--- src/rtl/wbm_pkg.sv ---
package wbm_pkg;
  typedef logic [7:0]  byte_t;
  typedef logic [31:0] word_t;
  localparam int LANES = 4;
endpackage

--- src/rtl/wbm_range_chk.sv ---
// Decides whether an access of SPAN bytes starting at base stays inside
// the array. The sum is formed one bit wider so it cannot wrap.
module wbm_range_chk #(
  parameter int AW   = 18,
  parameter int SPAN = 1,
  parameter int LAST = 61
) (
  input  logic [AW-1:0] base,
  output logic          in_range
);
  localparam int EW = AW + 1;

  logic [EW-1:0] end_byte;

  assign end_byte = {1'b0, base} + EW'(SPAN - 1);
  assign in_range = (end_byte <= EW'(LAST));
endmodule

--- src/rtl/wbm_word_lanes.sv ---
// Splits a word into byte lanes and joins lanes back into a word.
// Lane k is bits 8k+7:8k.
module wbm_word_lanes
  import wbm_pkg::*;
(
  input  word_t                  wr_word,
  output logic [LANES-1:0][7:0]  wr_lanes,
  input  logic [LANES-1:0][7:0]  rd_lanes,
  output word_t                  rd_word
);
  for (genvar k = 0; k < LANES; k++) begin : g_lane
    assign wr_lanes[k]       = wr_word[8*k +: 8];
    assign rd_word[8*k +: 8] = rd_lanes[k];
  end
endmodule

--- src/rtl/wbm_byte_store.sv ---
// Byte array with a written flag per byte. The flags are cleared by reset,
// so a byte whose flag is clear reads as zero. Write port 0 has the
// highest priority when ports collide on one byte.
module wbm_byte_store #(
  parameter int BYTES = 62,
  parameter int NWR   = 5,
  parameter int NRD   = 5,
  localparam int IDX_W = $clog2(BYTES)
) (
  input  logic                        clk,
  input  logic                        rst,
  input  logic [NWR-1:0]              wr_en,
  input  logic [NWR-1:0][IDX_W-1:0]   wr_idx,
  input  logic [NWR-1:0][7:0]         wr_byte,
  input  logic [NRD-1:0][IDX_W-1:0]   rd_idx,
  output logic [NRD-1:0][7:0]         rd_byte
);
  logic [7:0]       cells [BYTES];
  logic [BYTES-1:0] wflag;

  // Data cells: no reset needed, the flags gate them.
  always_ff @(posedge clk) begin
    for (int b = 0; b < BYTES; b++) begin
      for (int p = NWR - 1; p >= 0; p--) begin
        if (wr_en[p] && wr_idx[p] == IDX_W'(b)) cells[b] <= wr_byte[p];
      end
    end
  end

  always_ff @(posedge clk) begin
    if (rst) begin
      wflag <= '0;
    end else begin
      for (int b = 0; b < BYTES; b++) begin
        for (int p = 0; p < NWR; p++) begin
          if (wr_en[p] && wr_idx[p] == IDX_W'(b)) wflag[b] <= 1'b1;
        end
      end
    end
  end

  for (genvar r = 0; r < NRD; r++) begin : g_rd
    assign rd_byte[r] = wflag[rd_idx[r]] ? cells[rd_idx[r]] : 8'h00;
  end

  // After any write by port 0 the target byte counts as written.
  p_write_marks_r5: assert property (@(posedge clk) disable iff (rst)
    wr_en[0] |=> wflag[$past(wr_idx[0])]);

  // Port 0 wins over port 1 on the same byte.
  p_load_priority_r10: assert property (@(posedge clk) disable iff (rst)
    (wr_en[0] && wr_en[1] && wr_idx[0] == wr_idx[1])
      |=> cells[$past(wr_idx[0])] == $past(wr_byte[0]));
endmodule

--- src/rtl/wbm_port_adapter.sv ---
// Front end that serves a byte fetch path, a little-endian word data path
// and an image load port from one byte array.
module wbm_port_adapter
  import wbm_pkg::*;
#(
  parameter int BYTES = 62,
  parameter int FA_W  = 16,
  parameter int WA_W  = 16
) (
  input  logic            clk,
  input  logic            rst,
  input  logic            ld_en,
  input  logic [FA_W-1:0] ld_addr,
  input  logic [7:0]      ld_data,
  input  logic            fet_req_valid,
  output logic            fet_req_ready,
  input  logic [FA_W-1:0] fet_req_addr,
  output logic            fet_rsp_valid,
  output logic [7:0]      fet_rsp_byte,
  output logic            fet_rsp_err,
  input  logic            dat_req_valid,
  output logic            dat_req_ready,
  input  logic            dat_req_we,
  input  logic [WA_W-1:0] dat_req_waddr,
  input  logic [31:0]     dat_req_wdata,
  output logic            dat_rsp_valid,
  output logic [31:0]     dat_rsp_rdata,
  output logic            dat_rsp_err
);
  localparam int LAST  = BYTES - 1;
  localparam int IDX_W = $clog2(BYTES);
  localparam int DA_W  = WA_W + 2;
  localparam int NPORT = LANES + 1;

  logic            fet_acc, dat_acc;
  logic            fet_ok, dat_ok, ld_ok;
  logic [DA_W-1:0] dat_base;
  logic            dat_wr_go, ld_go;

  logic [NPORT-1:0]            wr_en;
  logic [NPORT-1:0][IDX_W-1:0] wr_idx;
  logic [NPORT-1:0][7:0]       wr_byte;
  logic [NPORT-1:0][IDX_W-1:0] rd_idx;
  logic [NPORT-1:0][7:0]       rd_byte;

  logic [LANES-1:0][7:0] wr_lanes;
  logic [LANES-1:0][7:0] rd_lanes;
  word_t                 rd_word;

  assign fet_req_ready = ~rst;
  assign dat_req_ready = ~rst;
  assign fet_acc       = fet_req_valid & fet_req_ready;
  assign dat_acc       = dat_req_valid & dat_req_ready;
  assign dat_base      = {dat_req_waddr, 2'b00};

  wbm_range_chk #(.AW(FA_W), .SPAN(1), .LAST(LAST)) u_fet_rng (
    .base(fet_req_addr), .in_range(fet_ok));
  wbm_range_chk #(.AW(DA_W), .SPAN(LANES), .LAST(LAST)) u_dat_rng (
    .base(dat_base), .in_range(dat_ok));
  wbm_range_chk #(.AW(FA_W), .SPAN(1), .LAST(LAST)) u_ld_rng (
    .base(ld_addr), .in_range(ld_ok));

  assign ld_go     = ld_en & ld_ok & ~rst;
  assign dat_wr_go = dat_acc & dat_req_we & dat_ok;

  wbm_word_lanes u_lanes (
    .wr_word (dat_req_wdata),
    .wr_lanes(wr_lanes),
    .rd_lanes(rd_lanes),
    .rd_word (rd_word)
  );

  // Port 0: load port (write) and fetch path (read).
  assign wr_en[0]   = ld_go;
  assign wr_idx[0]  = ld_addr[IDX_W-1:0];
  assign wr_byte[0] = ld_data;
  assign rd_idx[0]  = fet_req_addr[IDX_W-1:0];

  // Ports 1..4: one per byte lane of the data word.
  for (genvar k = 0; k < LANES; k++) begin : g_port
    assign wr_en[k+1]   = dat_wr_go;
    assign wr_idx[k+1]  = dat_base[IDX_W-1:0] + IDX_W'(k);
    assign wr_byte[k+1] = wr_lanes[k];
    assign rd_idx[k+1]  = dat_base[IDX_W-1:0] + IDX_W'(k);
    assign rd_lanes[k]  = rd_byte[k+1];
  end

  wbm_byte_store #(.BYTES(BYTES), .NWR(NPORT), .NRD(NPORT)) u_store (
    .clk    (clk),
    .rst    (rst),
    .wr_en  (wr_en),
    .wr_idx (wr_idx),
    .wr_byte(wr_byte),
    .rd_idx (rd_idx),
    .rd_byte(rd_byte)
  );

  always_ff @(posedge clk) begin
    if (rst) begin
      fet_rsp_valid <= 1'b0;
      fet_rsp_byte  <= '0;
      fet_rsp_err   <= 1'b0;
      dat_rsp_valid <= 1'b0;
      dat_rsp_rdata <= '0;
      dat_rsp_err   <= 1'b0;
    end else begin
      fet_rsp_valid <= fet_acc;
      fet_rsp_byte  <= (fet_acc && fet_ok) ? rd_byte[0] : 8'h00;
      fet_rsp_err   <= fet_acc & ~fet_ok;
      dat_rsp_valid <= dat_acc;
      dat_rsp_rdata <= (dat_acc && !dat_req_we && dat_ok) ? rd_word : '0;
      dat_rsp_err   <= dat_acc & ~dat_ok;
    end
  end

  p_fet_latency_r8: assert property (@(posedge clk) disable iff (rst)
    (fet_req_valid && fet_req_ready) |=> fet_rsp_valid);

  p_fet_idle_r8: assert property (@(posedge clk) disable iff (rst)
    !(fet_req_valid && fet_req_ready) |=> !fet_rsp_valid);

  p_dat_latency_r8: assert property (@(posedge clk) disable iff (rst)
    (dat_req_valid && dat_req_ready) |=> dat_rsp_valid);

  p_fet_range_r6: assert property (@(posedge clk) disable iff (rst)
    (fet_acc && ({1'b0, fet_req_addr} > (FA_W+1)'(LAST)))
      |=> (fet_rsp_err && fet_rsp_byte == 8'h00));

  p_dat_range_r7: assert property (@(posedge clk) disable iff (rst)
    (dat_acc && (({1'b0, dat_base} + (DA_W+1)'(3)) > (DA_W+1)'(LAST)))
      |=> (dat_rsp_err && dat_rsp_rdata == 32'h0));

  p_write_rsp_zero_r8: assert property (@(posedge clk) disable iff (rst)
    (dat_acc && dat_req_we) |=> dat_rsp_rdata == 32'h0);
endmodule

--- config.mk ---
export PLATFORM = sky130hd
export DESIGN_NAME = wbm_port_adapter
export DESIGN_NICKNAME = d
export VERILOG_FILES = /design/src/rtl/wbm_pkg.sv /design/src/rtl/wbm_range_chk.sv /design/src/rtl/wbm_word_lanes.sv /design/src/rtl/wbm_byte_store.sv /design/src/rtl/wbm_port_adapter.sv
export SDC_FILE = /design/constraint.sdc
export NUM_CORES = 2
export LEC_CHECK = 0
export BUFFER_PORTS_ARGS = -buffer_cell sky130_fd_sc_hd__buf_2
export CAP_MARGIN = 20
export CORE_UTILIZATION = 45
export CTS_BUF_LIST = sky130_fd_sc_hd__clkbuf_2 sky130_fd_sc_hd__clkbuf_4 sky130_fd_sc_hd__clkbuf_8
export DETAILED_ROUTE_END_ITERATION = 8
export PLACE_DENSITY_LB_ADDON = 0.05
export SYNTH_ARGS = -nofsm -noshare
export SYNTH_HDL_FRONTEND = slang
export SYNTH_SLANG_ARGS = --single-unit
--- constraint.sdc ---
create_clock -name clk -period 3.2 [get_ports clk]
set_input_delay 0.32 -clock clk [delete_from_list [all_inputs] [get_ports clk]]
set_output_delay 0.32 -clock clk [all_outputs]
set_load 0.005 [all_outputs]
; ---- Word level (Yosys, flattened, before mapping)
; Memories as Yosys holds them, arrays and structs flattened. A register that Yosys moved wholly into a read port is not among the register bits.
; Index checks and enable logic that the tools add are counted.
; W data, S select, Z words.
[totals]
regBits = 66
ram_bits = 496
inputBits = 94
output_inout_bits = 46
word_cells = 1906
memories = 1
[op_classes]
add_sub_neg = 4
order_cmp = 8
n_eq_ne = 259
mux = 1007
n_bitwise = 220
reduce_logical = 341
[memory_table]
columns = name, depth, word_bits, rd, rd_clocked_by_memory_dff, write_ports, line
row1 = u_store.cells, 62, 8, 5, 5, 61, wbm_byte_store.sv:18  ; logic [7:0] cells [BYTES];
[ops]
columns = op, n
row1 = $mux W8, 203
row2 = $mux W1, 798
row3 = $eq A6 B6 Y1 const B, 120
row4 = $eq A6 B5 Y1 const B, 64
row5 = $logic_and A1 B1 Y1, 267
row6 = $or A1 B1 Y1, 202
row7 = $eq A6 B4 Y1 const B, 32
row8 = $reduce_bool A4 Y1, 46
row9 = $eq A6 B3 Y1 const B, 16
row10 = $reduce_bool A5 Y1, 16
row11 = $eq A6 B2 Y1 const B, 8
row12 = $lt A6 B7 Y1 const B, 5
row13 = $eq A4 B4 Y1 const B, 8
row14 = $le A16 B6 Y1 const B, 2
row15 = $logic_not A6 Y1, 5
row16 = $bmux W1 S6, 4
row17 = $eq A6 B1 Y1 const B, 4
row18 = $add A18 B2 Y19 const B, 1
row19 = $le A19 B6 Y1 const B, 1
row20 = $eq A4 B3 Y1 const B, 4
row21 = $reduce_or A3 Y1, 5
row22 = $add A6 B2 Y6 const B, 2
row23 = $not A1 Y1, 10
row24 = $and A1 B1 Y1, 8
row25 = 7 further kinds, 8

; ---- Logic depth before layout (Yosys ltp)
[depth]
ltp_word = 12
ltp_mapped = 11
ltp_nobuf = 7

; ---- Cells and area by module
; A second synthesis with hierarchy kept.
[unflattened]
cells_unflattened = 6700
area_unflattened_um2 = 65180.0
[modules_own_cells]
columns = module, n_inst, cells_each, area_per_inst_um2, seq_area_each_um2
row1 = wbm_byte_store, 1, 6474, 62969.1, 16135.5
row2 = wbm_port_adapter, 1, 99, 1261.2, 880.8
row3 = wbm_word_lanes, 1, 64, 480.5, 0.0
row4 = wbm_range_chk at u_dat_rng, 1, 51, 376.6, 0.0
row5 = wbm_range_chk at u_fet_rng ..., 2, 6, 46.3, 0.0

; ---- Least setup slack after synthesis
; Ideal clock, no wire load.
[synth_path]
path_kind = input port to flip-flop
from = input port ld_addr[14]
to = memory u_store.cells[27][0], enable pin
setup_time_ps = 387
t_arrival_ps = 2137
required_ps = 2813
path_slack_ps = 676
path_stages = 5
n_path_buf = 1
path_cell_list = or4_1 -> nor2_4 -> nand4b_1 -> buf_2 -> o21ai_0
[synth_lines]
columns = element, line
row1 = start: declaration, wbm_port_adapter.sv:13  ; input logic [FA_W-1:0] ld_addr,
row2 = end: declaration, wbm_byte_store.sv:18

==> results.tsv <==
metric	value	unit
Worst Hold Depth	3	
grt ovf	0	
total net switching power	5.45	mW
Avg Inst Size Synth	10.8	um^2
Netlist cell types	66	
vias in the first global route	30000	
initial antenna violation count	27	
Max Freq	318	MHz
worst slew pin tran	1.12	ns
most common cell after layout, fill and taps aside	a21oi_1	
Vias per Instance	6.97	
Tmin final	3.14	ns
Pwr Density	464	nW/um^2
Final #Nets	3660	
Tcrit/Tclk final	98.2	%
slowest cell delay on critical path	0.61	ns
Leak	14.6	nW
Slew Limit Fails	0	
clk_skew	0.0540	ns
Syn Inst Count	3351	
total power	19.5	mW
Post-Place Cells	4479	
synth warn	0	
reg2reg start	u_store.wflag[7]	
synthesis-stage register bit count	602	
Clock Pin Slew Worst Setup and Hold Paths	0.06	ns
CP startpoint	dat_req_waddr[13]	
Setup Total Neg Slack	0	ns
routed vias	32900	
Net Count, Synth	3445	
largest net degree at the start of global routing	42	
drt total wl	189000	um
WS Path Type	input pin to flip-flop	
DP HPWL	140000	um
DRT iter0 DRCs	5682	
Layout fillers	7050	
Crit-path slowest cell	dlygate4sd3_1	
most frequent cells in the layout	a21oi_1, edfxtp_1, nand2_1	
critical path launch point type	input pin	
ys async rst share	0	%
CTS tree	built	
Seq pwr share	43.5	%
DRC	0	
crit-path cells	dlygate4sd3_1, buf_2, nor4_2, dlygate4sd3_1, o2111a_1, nand3_4, buf_4, nor3_2, a21oi_1, a21oi_1	
TritonCTS Sinks	602	
die width	286	um
P_int	14.0	mW
non-filler cells, final	4724	
WL per Instance	40.0	um
buffer depth of the longest clock path	3	
die height	286	um
count of input and output buffers	139	
register area share after synthesis	47.0	%
GPL Wtd Cong	1.08	
outcome	complete, no violations	
cts bufs inserted	109	
Comb pwr share	12.5	%
H-tree depth	3	
worst path required time	3.69	ns
root buffer cell	clkbuf_8	
EDFF count, synth	496	
Max transition margin	24.9	%
first-pass GRT wire length	253000	um
CP Max Fanout	5	
setup repair after global routing missed its margin	no	
HP Class	input pin to flip-flop	
Initial Util	45.6	%
endpoints failing setup	0	
switch share	28.0	%
Die Area	81500	um^2
Worst Setup End Kind	flip-flop	
Worst EP arrival	3.63	ns
layout cells sized above 1	28.5	%
final hold viol count	0	
Pre-antenna DRT Iters	9	
max_cap viols	0	
R2R depth	9	
# IOs	140	
ANT nets after route	0	
clock network fraction of total power	44.0	%
gr usage total	45.6	%
Synth Flop Type	edfxtp_1	
Core ar.	79300	um^2
row count	103	
Peak VDD IR	0.353	mV
area of the mapped netlist	36200	um^2
Syn-to-layout area delta	16.0	%
hold_sp	fet_req_addr[5]	
clk_lat worst skew	0.79	ns
==> metal layers <==
metal	global-route usage, %	part of all wire [%]	vias to the layer above	wire (um)
li1	-	-	13100	-
met1	60.2	36	16200	68300
met2	63.2	41	3067	77200
met3	18.2	16	541	30700
met4	26.3	6.6	18	12500
met5	0	0.084	-	159
==> per-stage QoR <==
stage / cell area [um^2] / setup WS (ns) / hold WS, ns / util, %
4_1_cts: 41800 / 0.0851 / 0.0622 / 52.7
5_1_grt: 41900 / 0.0102 / 0.156 / 52.9
2_1_floorplan: 36200 / 0.676 / 0.392 / -
3_3_place_gp: 39100 / 0.296 / 0.468 / 49.4
6_report: 41900 / 0.0576 / 0.141 / 52.9
3_5_place_dp: 39100 / 0.286 / 0.472 / 49.4
==> final timing paths <==
kind,to,slack (ns)
max,u_store.cells[26][0],0.06
min,fet_rsp_err,0.14
max reg2reg,fet_rsp_byte[6],0.51
min reg2reg,u_store.wflag[6],0.49
==> critical path: cells and delay by family <==
| family | cells | cell delay (ns) |
|---|---|---|
| simple gates | 3 | 0.94 |
| compound gates | 3 | 0.86 |
| buf+inv | 4 | 1.50 |
==> area by class of cell <==
type | count | area, um^2 | area share, %
inverters | 14 | 52.6 | 0.125
repair buffers | 450 | 3480 | 8.31
diodes | 12 | 30.0 | 0.0716
flip-flops and latches | 602 | 17000 | 40.6
clock inverters | 55 | 568 | 1.35
multi-input cells | 2389 | 17600 | 41.8
well taps | 1050 | 1310 | 3.13
clock buffers | 152 | 1930 | 4.60
==> power by group through the flow <==
stage / sequential (mW) / combinational, mW / clock, mW
after floorplan: 8.63 / 1.22 / 0
after global placement: 8.63 / 2.28 / 0
after detailed placement: 8.63 / 2.30 / 0
after CTS: 8.47 / 2.32 / 8.51
after global routing: 8.46 / 2.46 / 8.84
final: 8.47 / 2.44 / 8.56
==> synth_stat cells, drive strengths merged, types with 3 or more instances <==
cell type / number / area share, %
a2111oi: 3 / 0.073
a211oi: 5 / 0.10
a21oi: 542 / 7.5
a221oi: 7 / 0.17
a22oi: 33 / 0.68
a31oi: 11 / 0.19
and2: 8 / 0.14
and3: 36 / 0.62
buf: 169 / 2.6
clkbuf: 177 / 1.8
clkinv: 8 / 0.083
dfxtp: 106 / 5.9
edfxtp: 496 / 41
inv: 6 / 0.062
mux2: 38 / 1.2
mux2i: 148 / 4.1
mux4: 246 / 15
nand2: 469 / 4.9
nand2b: 20 / 0.35
nand3: 32 / 0.48
nor2: 136 / 1.8
nor2b: 19 / 0.33
nor3: 22 / 0.63
nor4: 13 / 0.45
o211ai: 6 / 0.12
o21a: 60 / 1.2
o21ai: 443 / 6.1
o22ai: 13 / 0.22
o311ai: 3 / 0.073
or2: 51 / 0.88
or3: 3 / 0.052
==> kinds of logic after synthesis <==
kind of cell,after synthesis,synth area share [%]
AOI/OAI and AO/OA,1135,16.8
and+or+nand+nor,822,11.0
DFF,602,47.0
muxes,432,20.6
buffers and inverters,360,4.57
==> flip-flops by register name (all words and copies together) (netlist names) <==
register / cells
u_store.cells: 496
u_store.wflag: 62
dat_rsp_rdata: 32
fet_rsp_byte: 8
dat_rsp_err: 1
dat_rsp_valid: 1
fet_rsp_err: 1
fet_rsp_valid: 1
==> what timing repair did <==
action                                  4_1_cts  5_1_grt
endpoints found under the setup margin        0       86
endpoints found under the hold margin        24        0
buffers inserted                              0       12
hold buffers                                 14        0
gates resized for setup                       0        1
Power figures use the tool's default switching activity.
